<file path="config.mk">
export PLATFORM = sky130hd
export DESIGN_NAME = cfg_logic_cell
export DESIGN_NICKNAME = d
export VERILOG_FILES = /design/src/rtl/lcell_pkg.sv /design/src/rtl/lcell_cfg_reg.sv /design/src/rtl/lcell_sync.sv /design/src/rtl/lcell_store.sv /design/src/rtl/lcell_outsel.sv /design/src/rtl/cfg_logic_cell.sv
export SDC_FILE = /design/constraint.sdc
export NUM_CORES = 1
export LEC_CHECK = 0
export BUFFER_PORTS_ARGS = -buffer_cell sky130_fd_sc_hd__buf_2
export CORE_AREA = 2 2 39 41
export CTS_CLUSTER_SIZE = 10
export DETAILED_ROUTE_END_ITERATION = 7
export DIE_AREA = 0 0 41 43
export PLACE_DENSITY = 0.76
export SETUP_SLACK_MARGIN = 0.4
export SYNTH_ARGS = -nofsm -noshare
export SYNTH_HDL_FRONTEND = slang
export SYNTH_SLANG_ARGS = --single-unit
</file>
<file path="constraint.sdc">
create_clock -name clk -period 4.05 [get_ports clk]
set_clock_uncertainty 0.15 [all_clocks]
set_input_delay 0.405 -clock clk [delete_from_list [all_inputs] [get_ports clk]]
set_output_delay 0.405 -clock clk [all_outputs]
set_load 0.01 [all_outputs]
</file>
<file path="src/rtl/lcell_pkg.sv">
package lcell_pkg;

  typedef enum logic [1:0] {
    MODE_LUT   = 2'b00,
    MODE_FLOP  = 2'b01,
    MODE_LATCH = 2'b10,
    MODE_RSVD  = 2'b11
  } cell_mode_e;

  typedef struct packed {
    cell_mode_e mode;
    logic [3:0] table_bits;
    logic       clk_inv;
    logic       out_inv;
    logic       init_val;
  } cell_cfg_t;

  localparam int CFG_W = $bits(cell_cfg_t);

endpackage

</file>
<file path="src/rtl/lcell_cfg_reg.sv">
module lcell_cfg_reg
  import lcell_pkg::*;
(
  input  logic             clk,
  input  logic             rst,
  input  logic             we,
  input  logic [CFG_W-1:0] wdata,
  output cell_cfg_t        cfg_q
);

  always_ff @(posedge clk) begin
    if (rst) begin
      cfg_q <= '0;
    end else if (we) begin
      cfg_q <= cell_cfg_t'(wdata);
    end
  end

endmodule

</file>
<file path="src/rtl/lcell_sync.sv">
module lcell_sync #(
  parameter int WIDTH  = 2,
  parameter int STAGES = 2
) (
  input  logic             clk,
  input  logic             rst,
  input  logic [WIDTH-1:0] d,
  output logic [WIDTH-1:0] q,
  output logic [WIDTH-1:0] q_prev
);

  localparam int LAST = STAGES - 1;

  logic [WIDTH-1:0] stg [STAGES];

  always_ff @(posedge clk) begin
    if (rst) stg[0] <= '0;
    else     stg[0] <= d;
  end

  generate
    for (genvar k = 1; k < STAGES; k++) begin : g_stage
      always_ff @(posedge clk) begin
        if (rst) stg[k] <= '0;
        else     stg[k] <= stg[k-1];
      end
    end
  endgenerate

  assign q = stg[LAST];

  always_ff @(posedge clk) begin
    if (rst) q_prev <= '0;
    else     q_prev <= q;
  end

endmodule

</file>
<file path="src/rtl/lcell_store.sv">
module lcell_store
  import lcell_pkg::*;
(
  input  logic      clk,
  input  logic      rst,
  input  logic      load,
  input  logic      load_val,
  input  cell_cfg_t cfg,
  input  logic      d_s,
  input  logic      c_s,
  input  logic      c_prev,
  output logic      state_q
);

  logic edge_hit;
  logic open_lvl;

  // active edge: rising when not inverted, falling when inverted
  assign edge_hit = cfg.clk_inv ? (c_prev & ~c_s) : (~c_prev & c_s);
  // transparent level: low when not inverted, high when inverted
  assign open_lvl = (c_s == cfg.clk_inv);

  always_ff @(posedge clk) begin
    if (rst) begin
      state_q <= 1'b0;
    end else if (load) begin
      state_q <= load_val;
    end else begin
      case (cfg.mode)
        MODE_FLOP:  if (edge_hit) state_q <= d_s;
        MODE_LATCH: if (open_lvl) state_q <= d_s;
        default:    state_q <= state_q;
      endcase
    end
  end

endmodule

</file>
<file path="src/rtl/lcell_outsel.sv">
module lcell_outsel
  import lcell_pkg::*;
(
  input  logic       clk,
  input  logic       rst,
  input  cell_cfg_t  cfg,
  input  logic [1:0] in_s,
  input  logic       state_q,
  output logic       out_q
);

  logic nxt;

  always_comb begin
    case (cfg.mode)
      MODE_FLOP, MODE_LATCH: nxt = state_q ^ cfg.out_inv;
      default:               nxt = cfg.table_bits[in_s];
    endcase
  end

  always_ff @(posedge clk) begin
    if (rst) out_q <= 1'b0;
    else     out_q <= nxt;
  end

endmodule

</file>
<file path="src/rtl/cfg_logic_cell.sv">
module cfg_logic_cell
  import lcell_pkg::*;
#(
  parameter int SYNC_STAGES = 2
) (
  input  logic             clk,
  input  logic             rst,
  input  logic             cfg_we,
  input  logic [CFG_W-1:0] cfg_data,
  input  logic [1:0]       cell_in,
  output logic             cell_out
);

  localparam int IN_W = 2;

  cell_cfg_t       cfg_q;
  logic [IN_W-1:0] sync_q;
  logic [IN_W-1:0] sync_prev;
  logic            state_q;

  lcell_cfg_reg i_cfg (
    .clk   (clk),
    .rst   (rst),
    .we    (cfg_we),
    .wdata (cfg_data),
    .cfg_q (cfg_q)
  );

  lcell_sync #(.WIDTH(IN_W), .STAGES(SYNC_STAGES)) i_sync (
    .clk    (clk),
    .rst    (rst),
    .d      (cell_in),
    .q      (sync_q),
    .q_prev (sync_prev)
  );

  lcell_store i_store (
    .clk      (clk),
    .rst      (rst),
    .load     (cfg_we),
    .load_val (cfg_data[0]),
    .cfg      (cfg_q),
    .d_s      (sync_q[0]),
    .c_s      (sync_q[1]),
    .c_prev   (sync_prev[1]),
    .state_q  (state_q)
  );

  lcell_outsel i_out (
    .clk     (clk),
    .rst     (rst),
    .cfg     (cfg_q),
    .in_s    (sync_q),
    .state_q (state_q),
    .out_q   (cell_out)
  );

endmodule

</file>
# Yosys cells after proc, flatten, opt, wreduce, memory -nomap -nowiden
# Memories as Yosys holds them, arrays and structs flattened.
# Cells that the tools add are included.
dict set report op_classes {
  n_mux 13
  n_eq_ne 5
  n_lt_le_gt_ge 1
  reduce_logical 3
  bitwise_logic 7
}
# cell n
set op_table {}
lappend op_table {{$mux 1} 9}
lappend op_table {{$ne 3x3->1 const B} 2}
lappend op_table {{$mux 2} 2}
lappend op_table {{$lt 2x3->1 const B} 1}
lappend op_table {{$reduce_and 3->1} 1}
lappend op_table {{$reduce_bool 3->1} 1}
lappend op_table {{$and 1x1->1} 2}
lappend op_table {{$bmux 1 s2} 1}
lappend op_table {{$eq 2x1->1 const B} 1}
lappend op_table {{$eq 2x2->1 const B} 1}
lappend op_table {{$not 1->1} 2}
lappend op_table {{$or 1x1->1} 2}
lappend op_table {{$pmux 1 s2} 1}
lappend op_table {{$reduce_or 2->1} 1}
lappend op_table {{$eq 1x1->1} 1}
lappend op_table {{$xor 1x1->1} 1}
dict set report totals {
  elab_cells 37
  output_inout_bits 1
  ff_bits 12
  inputBits 14
  ramBits 4
  n_memories 1
}
# name depth word_bits rd rd_ports_with_merged_regs wr line_no
set memory_table {}
lappend memory_table {i_sync.stg 2 2 2 0 2 lcell_sync.sv:14} ;# logic [WIDTH-1:0] stg [STAGES];

# Longest topological paths before layout
# Gate-level depths: netlist of the first run.
dict set report logic_depth {
  depth_word 6
  ltp_mapped 6
  ltp_nobuf 6
}

# Cells and area by module
# A second synthesis of the first run with hierarchy kept.
dict set report unflattened {
  hier_cells 58
  area_unflattened_um2 653.1
}
# module n_inst area_per_inst_um2 cells_per_inst seq_area_each_um2
set by_module_without_submodules {}
lappend by_module_without_submodules {lcell_cfg_reg 1 319.1 29 180.2}
lappend by_module_without_submodules {lcell_sync 1 157.7 12 120.1}
lappend by_module_without_submodules {lcell_store 1 97.6 11 20.0}
lappend by_module_without_submodules {lcell_outsel 1 78.8 6 20.0}

# Worst setup path before layout of the first run
# No wires, ideal clock.
dict set report synth_path {
  kind {register to register}
  start {memory i_sync.stg[1][1]}
  end {register i_store.state_q}
  n_path_buf 0
  arrival_time_ns 1.270
  setup_ns 0.133
  stages_incl_launch_ff 5
  required_ns 3.767
  slack_ns 2.497
  synth_period_minus_slack_ns 1.553
  path_cell_list {dfxtp_1 -> or3b_1 -> a211o_1 -> a221oi_2 -> a311oi_1}
}
# element line_no
set synth_rtl {}
lappend synth_rtl {{from (decl)} lcell_sync.sv:14}
lappend synth_rtl {{to (signal assigned)} lcell_store.sv:27} ;# state_q <= load_val;
lappend synth_rtl {{to (signal assigned)} lcell_store.sv:30} ;# MODE_FLOP: if (edge_hit) state_q <= d_s;
lappend synth_rtl {{to (signal assigned)} lcell_store.sv:31} ;# MODE_LATCH: if (open_lvl) state_q <= d_s;
lappend synth_rtl {{to (decl)} lcell_store.sv:12} ;# output logic state_q

==> impl_metrics.csv, run 1 <==
group,metric,value,unit
detailed_routing,wl_met1,461,µm
detailed_routing,vias_per_cell,4.73,
synthesis,ys_warn_count,0,
floorplanning,die_h,43,µm
synthesis,syn_nets,73,
synthesis,synth_cell_types,17,
grt,antenna_found_initial,0,
cts,clkSlewWorstSetupHoldPaths,0.08,ns
final_layout,antenna_cells,0,
cts,htreeDepth,1,
timing,fin_setup_tns,0,ns
outcome,status,"finished clean",
place,dp_hpwl,697,µm
detailed_routing,drc_errors,0,
timing,hold_violations,0,
final_layout,drive_above_1_share,0.247,
flow_run,drv_cap,0,
critical_path,critPathArrivalTime,1.64,ns
timing,period_needed,1.63,ns
timing,finalSetupViolCount,0,
synthesis,syn_area,608,µm²
floorplanning,dieWidth,41,µm
detailed_routing,route.met2.wl,423,µm
grt,gr-total-overflow,0,
floorplanning,die-area,1760,µm²
power,power.density,383,nW/µm²
place,port-buffer-count,14,
final_layout,utilization,0.517,
cts,cts_inserted_buffers,3,
timing,fin_crit_sh,0.404,
floorplanning,core,1380,µm²
critical_path,crit_type,"flip-flop to flip-flop",
cts,clock_sinks,15,
cts,root_buffer,"clkbuf_4",
power,total_power,274,µW
detailed_routing,ant_nets,0,
place,place_ws,2.42,ns
detailed_routing,drtIter0Drc,6,
floorplanning,num_rows,14,
grt,grt_max_degree,16,
timing,tightest_slew,0.297,ns
cts,clk_latency,0.27,ns
critical_path,critPathRequiredTime,4.06,ns
synthesis,syn-mean-instance-area,10.7,µm²
synthesis,ys_ff_latch,15,
timing,setup_ws,2.42,ns
cts,cts_resized,0,
detailed_routing,top_layer_used,"met4",
place,gp_congestion,0.599,
cts,cts_setup_buffers,0,
timing,relSlewSlack,0.802,
timing,max_freq,612,MHz
synthesis,synth_seq_area_share,0.494,
grt,grt_pass1_wl,1.37,mm
detailed_routing,wl,944,µm
critical_path,cp_max_fo,5,
power,vdd_drop_max,0.000201,V
final_layout,synthToLayoutAreaGrowth,17.7,%
critical_path,cp-start-kind,"flip-flop",
cts,cts_tree,"built",
detailed_routing,num_vias,421,
cts,ctsHoldBuffers,0,
floorplanning,ioPinCount,15,
timing,rsz0062_at_grt,"no",
grt,grt_usage,0.118,
final_layout,nets,90,
detailed_routing,wl_met3,54,µm
timing,drv_slew,0,
detailed_routing,wl_per_cell,10.6,µm
detailed_routing,first_pass_iters,4,
min_path,hold_path_class,"input pin to flip-flop",
place,placed_area,689,µm²
power,power_leakage,0.000319,µW
floorplanning,initial_utilization,0.439,
cts,clock_path_buffers,2,
critical_path,crit_path_end_kind,"flip-flop",
final_layout,fin_area,716,µm²
synthesis,syn_inst,57,
grt,first_global_vias,396,
==> layout by cell type, fill, tap and decap left out <==
| cell | instances |
|---|---|
| inv_1 | 4 |
| dfxtp_1 | 15 |
| nor2_1 | 10 |
| a211o_1 | 1 |
| nand3b_1 | 1 |
| xnor2_1 | 2 |
| buf_2 | 14 |
| nor2b_1 | 6 |
| a31oi_1 | 1 |
| clkbuf_1 | 1 |
| a311oi_1 | 1 |
| clkbuf_4 | 3 |
| mux4_1 | 1 |
| a21oi_1 | 1 |
| or3b_1 | 1 |
| ha_1 | 2 |
| a221oi_2 | 1 |
| mux2i_1 | 8 |
==> routing by layer <==
layer	GRT usage	vias up
met1	0.122	181
met3	0.0314	2
met4	0.100	0
met5	0	-
met2	0.184	14
li1	-	224
==> area by class of cell <==
type                            count  area [µm²]
Clock buffer                        4        26.3
Fill cell                         133         668
Inverter                            4        15.0
Multi-Input combinational cell     36         284
Sequential cell                    15         300
Tap cell                           16        20.0
Timing Repair Buffer               14        70.1
==> report_power, final <==
| part | switching (µW) | internal (µW) |
|---|---|---|
| Sequential | 4.60 | 156 |
| Combinational | 14.0 | 17.1 |
| Clock | 44.7 | 38.2 |
| Total | 63.3 | 211 |
==> kinds of logic after synthesis <==
family,after synthesis,synth area share
AND/OR/NAND/NOR,18,0.150
multiplexers,9,0.175
adder cells (fa/ha/maj),2,0.0411
XOR/XNOR,2,0.0288
AO/OA/AOI/OAI,5,0.0720
flip-flops,15,0.494
buffers and inverters,6,0.0391
==> registers in the layout, summed over array words and instances (netlist names) <==
signal           flops
i_out.out_q          1
i_sync.stg           4
i_cfg.cfg_q          8
i_store.state_q      1
i_sync.q_prev        1
==> cells in the mapped netlist <==
cell	number	area, µm²
a31oi_1	1	6.26
a211o_1	1	8.76
inv_1	4	15.0
xnor2_1	2	17.5
mux2i_1	8	80.1
mux4_1	1	26.3
clkbuf_1	1	3.75
nor2_1	10	37.5
nand3b_1	1	7.51
nor2b_1	6	37.5
buf_2	1	5.00
ha_1	2	25.0
or3b_1	1	8.76
a21oi_1	1	5.00
dfxtp_1	15	300
a221oi_2	1	15.0
a311oi_1	1	8.76
==> final timing paths <==
kind | from | to | depth (start not counted) | slack [ns]
hold / removal | cell_in[1] | i_sync.stg[0][1] | 2 | 0.18
hold reg to reg | i_sync.stg[0][0] | i_sync.stg[1][0] | 1 | 0.29
setup / recovery | i_sync.stg[1][1] | i_store.state_q | 4 | 2.42
setup reg to reg | i_sync.stg[1][1] | i_store.state_q | 4 | 2.42
==> critical path, stage by stage, from the launching register on <==
cell      delay, ns
dfxtp_1        0.40
or3b_1         0.36
a211o_1        0.32
a221oi_2       0.22
a311oi_1       0.07
==> metrics by stage <==
| stage | hold slack, ns | std cells |
|---|---|---|
| 2_1_floorplan | 0.264 | 57 |
| 3_3_place_gp | 0.275 | 85 |
| 3_5_place_dp | 0.277 | 85 |
| 4_1_cts | 0.167 | 89 |
| 5_1_grt | 0.178 | 89 |
| 6_report | 0.181 | 89 |
Power figures use the tool's default switching activity.
==> run 2: changes to the inputs <==
Settings changed: ABC_AREA from default to 1, PLACE_DENSITY 0.76 to 0.77.
Clock period 4.05 ns to 1.7 ns, I/O delays scaled along.
==> run 2 against run 1 <==
Effect of this change: sequential cell count did not move; clock power up 140%; synthesized cell count increased by 40%; via count grew 33%; combinational power increased to 3.4 times the previous value; sequential share of layout area decreased by 4.9 points; die area unchanged; largest power group unchanged.
==> impl_metrics.csv, run 2 <==
group,metric,value,unit
final_layout,nets,120,
detailed_routing,wl_per_cell,10.0,µm
timing,tightest_slew,0.230,ns
cts,clk_latency,0.28,ns
flow_run,drv_cap,0,
grt,first_global_vias,520,
final_layout,fin_area,823,µm²
critical_path,critPathArrivalTime,1.30,ns
floorplanning,die_h,43,µm
synthesis,postSynth.asyncResetShare,0,
critical_path,slowest_delay,0.37,ns
critical_path,r2r_start,"i_cfg.cfg_q[7]",
synthesis,yosysTopAreaCellShare,0.487,
detailed_routing,vias_per_cell,4.72,
floorplanning,initial_utilization,0.446,
final_layout,antenna_cells,0,
cts,clkSlewWorstSetupHoldPaths,0.08,ns
critical_path,startpoint,"i_cfg.cfg_q[7]",
synthesis,yosys-top-cells-area,"dfxtp_1 49%, o21ai_0 8.1%, inv_1 7.9%",
critical_path,cp-start-kind,"flip-flop",
floorplanning,dieWidth,41,µm
detailed_routing,drtIter0Drc,21,
place,dpl.cell_count,109,
critical_path,cp_max_fo,2,
critical_path,crit_path_end_kind,"flip-flop",
synthesis,synth_seq_area_share,0.487,
synthesis,synth_cell_types,16,
timing,fin_crit_sh,0.743,
detailed_routing,wl,1.20,mm
timing,hold_violations,0,
critical_path,reg2regPathDepth,5,
critical_path,crit_path_top_delay_cell,"dfxtp_4",
grt,grt_pass1_wl,2.02,mm
min_path,hold_path_class,"input pin to flip-flop",
cts,clock_path_buffers,2,
grt,antenna_found_initial,0,
final_layout,multi_input_area,282,µm²
final_layout,regMostFlops,"i_cfg.cfg_q",
final_layout,top_regs,"i_cfg.cfg_q: 8 flops, i_sync.stg: 4 flops",
floorplanning,core,1380,µm²
cts,cts_inserted_buffers,3,
timing,period_needed,1.26,ns
synthesis,yosysTopAreaCell,"dfxtp_1",
synthesis,syn-mean-instance-area,7.71,µm²
synthesis,synth_flop_cell,"dfxtp_1",
min_path,min_from,"cfg_data[8]",
detailed_routing,ant_nets,0,
critical_path,worstPathCellList,"inv_2 -> ha_4 -> or2_2 -> nand3_1 -> inv_1",
grt,grt_usage,0.167,
synthesis,syn_inst,80,
synthesis,syn_nets,96,
outcome,status,"finished clean",
timing,fin_hold_ws,0.0336,ns
synthesis,syn_area,617,µm²
cts,cts_tree,"built",
grt,gr-total-overflow,0,
cts,clock_sinks,15,
critical_path,r2r_end,"i_out.out_q",
power,power_leakage,0.000373,µW
critical_path,critPathRequiredTime,1.74,ns
synthesis,synth_most_common_cell,"dfxtp_1",
synthesis,synth_edf_count,0,
place,port-buffer-count,14,
cts,htreeDepth,1,
timing,rsz0062_at_grt,"yes",
detailed_routing,drc_errors,0,
grt,grt_max_degree,16,
power,vdd_drop_max,0.000474,V
final_layout,synthToLayoutAreaGrowth,33.5,%
final_layout,fin_cells,119,
critical_path,crit_family,"flip-flops",
place,dp_hpwl,841,µm
floorplanning,die-area,1760,µm²
detailed_routing,num_vias,562,
critical_path,crit_type,"flip-flop to flip-flop",
floorplanning,ioPinCount,15,
cts,root_buffer,"clkbuf_4",
min_path,hold_depth,3,
power,total_power,696,µW
place,placed_area,696,µm²
timing,finalSetupViolCount,0,
final_layout,n_fill_cell,135,
synthesis,ys_warn_count,0,
final_layout,mostFrequentLayoutCells,"14 x buf_2, 13 x dfxtp_1, 12 x nor2_1",
min_path,whs_endpoint,"i_cfg.cfg_q[8]",
timing,relSlewSlack,0.847,
final_layout,drive_above_1_share,0.301,
final_layout,final_common_cell,"buf_2",
timing,fin_setup_tns,0,ns
place,gp_congestion,0.769,
final_layout,largest_reg_flops,8,
final_layout,regArea,305,µm²
floorplanning,num_rows,14,
critical_path,worst-path-buf-inv,2,
synthesis,synth_common_cells,"15 x dfxtp_1, 13 x inv_1, 12 x nor2_1",
synthesis,ys_ff_latch,15,
critical_path,reg2reg_slack,0.44,ns
power,power.density,846,nW/µm²
timing,max_freq,791,MHz
detailed_routing,first_pass_iters,4,
timing,drv_slew,0,
[run 2: per-stage QoR]
step / utilization / setup slack, ns
after floorplan: - / 0.406
after global placement: 0.503 / 0.394
after detailed placement: 0.503 / 0.353
after CTS: 0.566 / 0.384
after global routing: 0.595 / 0.338
final: 0.595 / 0.437
[run 2: repair_timing]
item	in CTS	in global routing
buffers inserted	0	0
endpoints found under the setup margin	2	9
hold buffers	6	0
pin swaps	1	4
gates resized for setup	2	10
hold endpoints to repair	8	0
[run 2: final cells by class]
type                       count  area share
clock buffer                   4      0.0319
timing repair buffer          20       0.158
multi-input combinational     49       0.342
tap                           16      0.0243
inverter                      15      0.0729
sequential                    15       0.371
[run 2: worst min-delay path, cell delays in order]
cell and delay (ns):
buf_2 0.07, o21ai_0 0.07, a21oi_1 0.12
[run 2: metal layers]
layer  track usage  wire (µm)
met1         0.205        557
met2         0.266        569
met3        0.0314         51
met4        0.0800         17
met5             0          0
[run 2: worst max path at each step]
stage	slack (ns)	end	cells after the start
after CTS	0.38	i_out.out_q	5
after global routing	0.34	i_store.state_q	8
after global placement	0.39	i_out.out_q	5
after floorplan	0.41	i_out.out_q	5
after detailed placement	0.35	i_out.out_q	5
final	0.44	i_out.out_q	5
[run 2: logic make-up after synthesis]
| kind of cell | share of synthesized area |
|---|---|
| compound gates | 0.172 |
| xor+xnor | 0.0142 |
| fa+ha+maj | 0.0406 |
| buf+inv | 0.110 |
| flops | 0.487 |
| simple gates | 0.176 |
[run 2: report_power, final]
part / leakage, µW / switching (µW) / total [µW] / internal (µW)
Clock: 0.0000150 / 110 / 201 / 91.1
Combinational: 0.000233 / 52.5 / 106 / 53.6
Sequential: 0.000125 / 13.8 / 389 / 375
Total: 0.000373 / 177 / 696 / 520
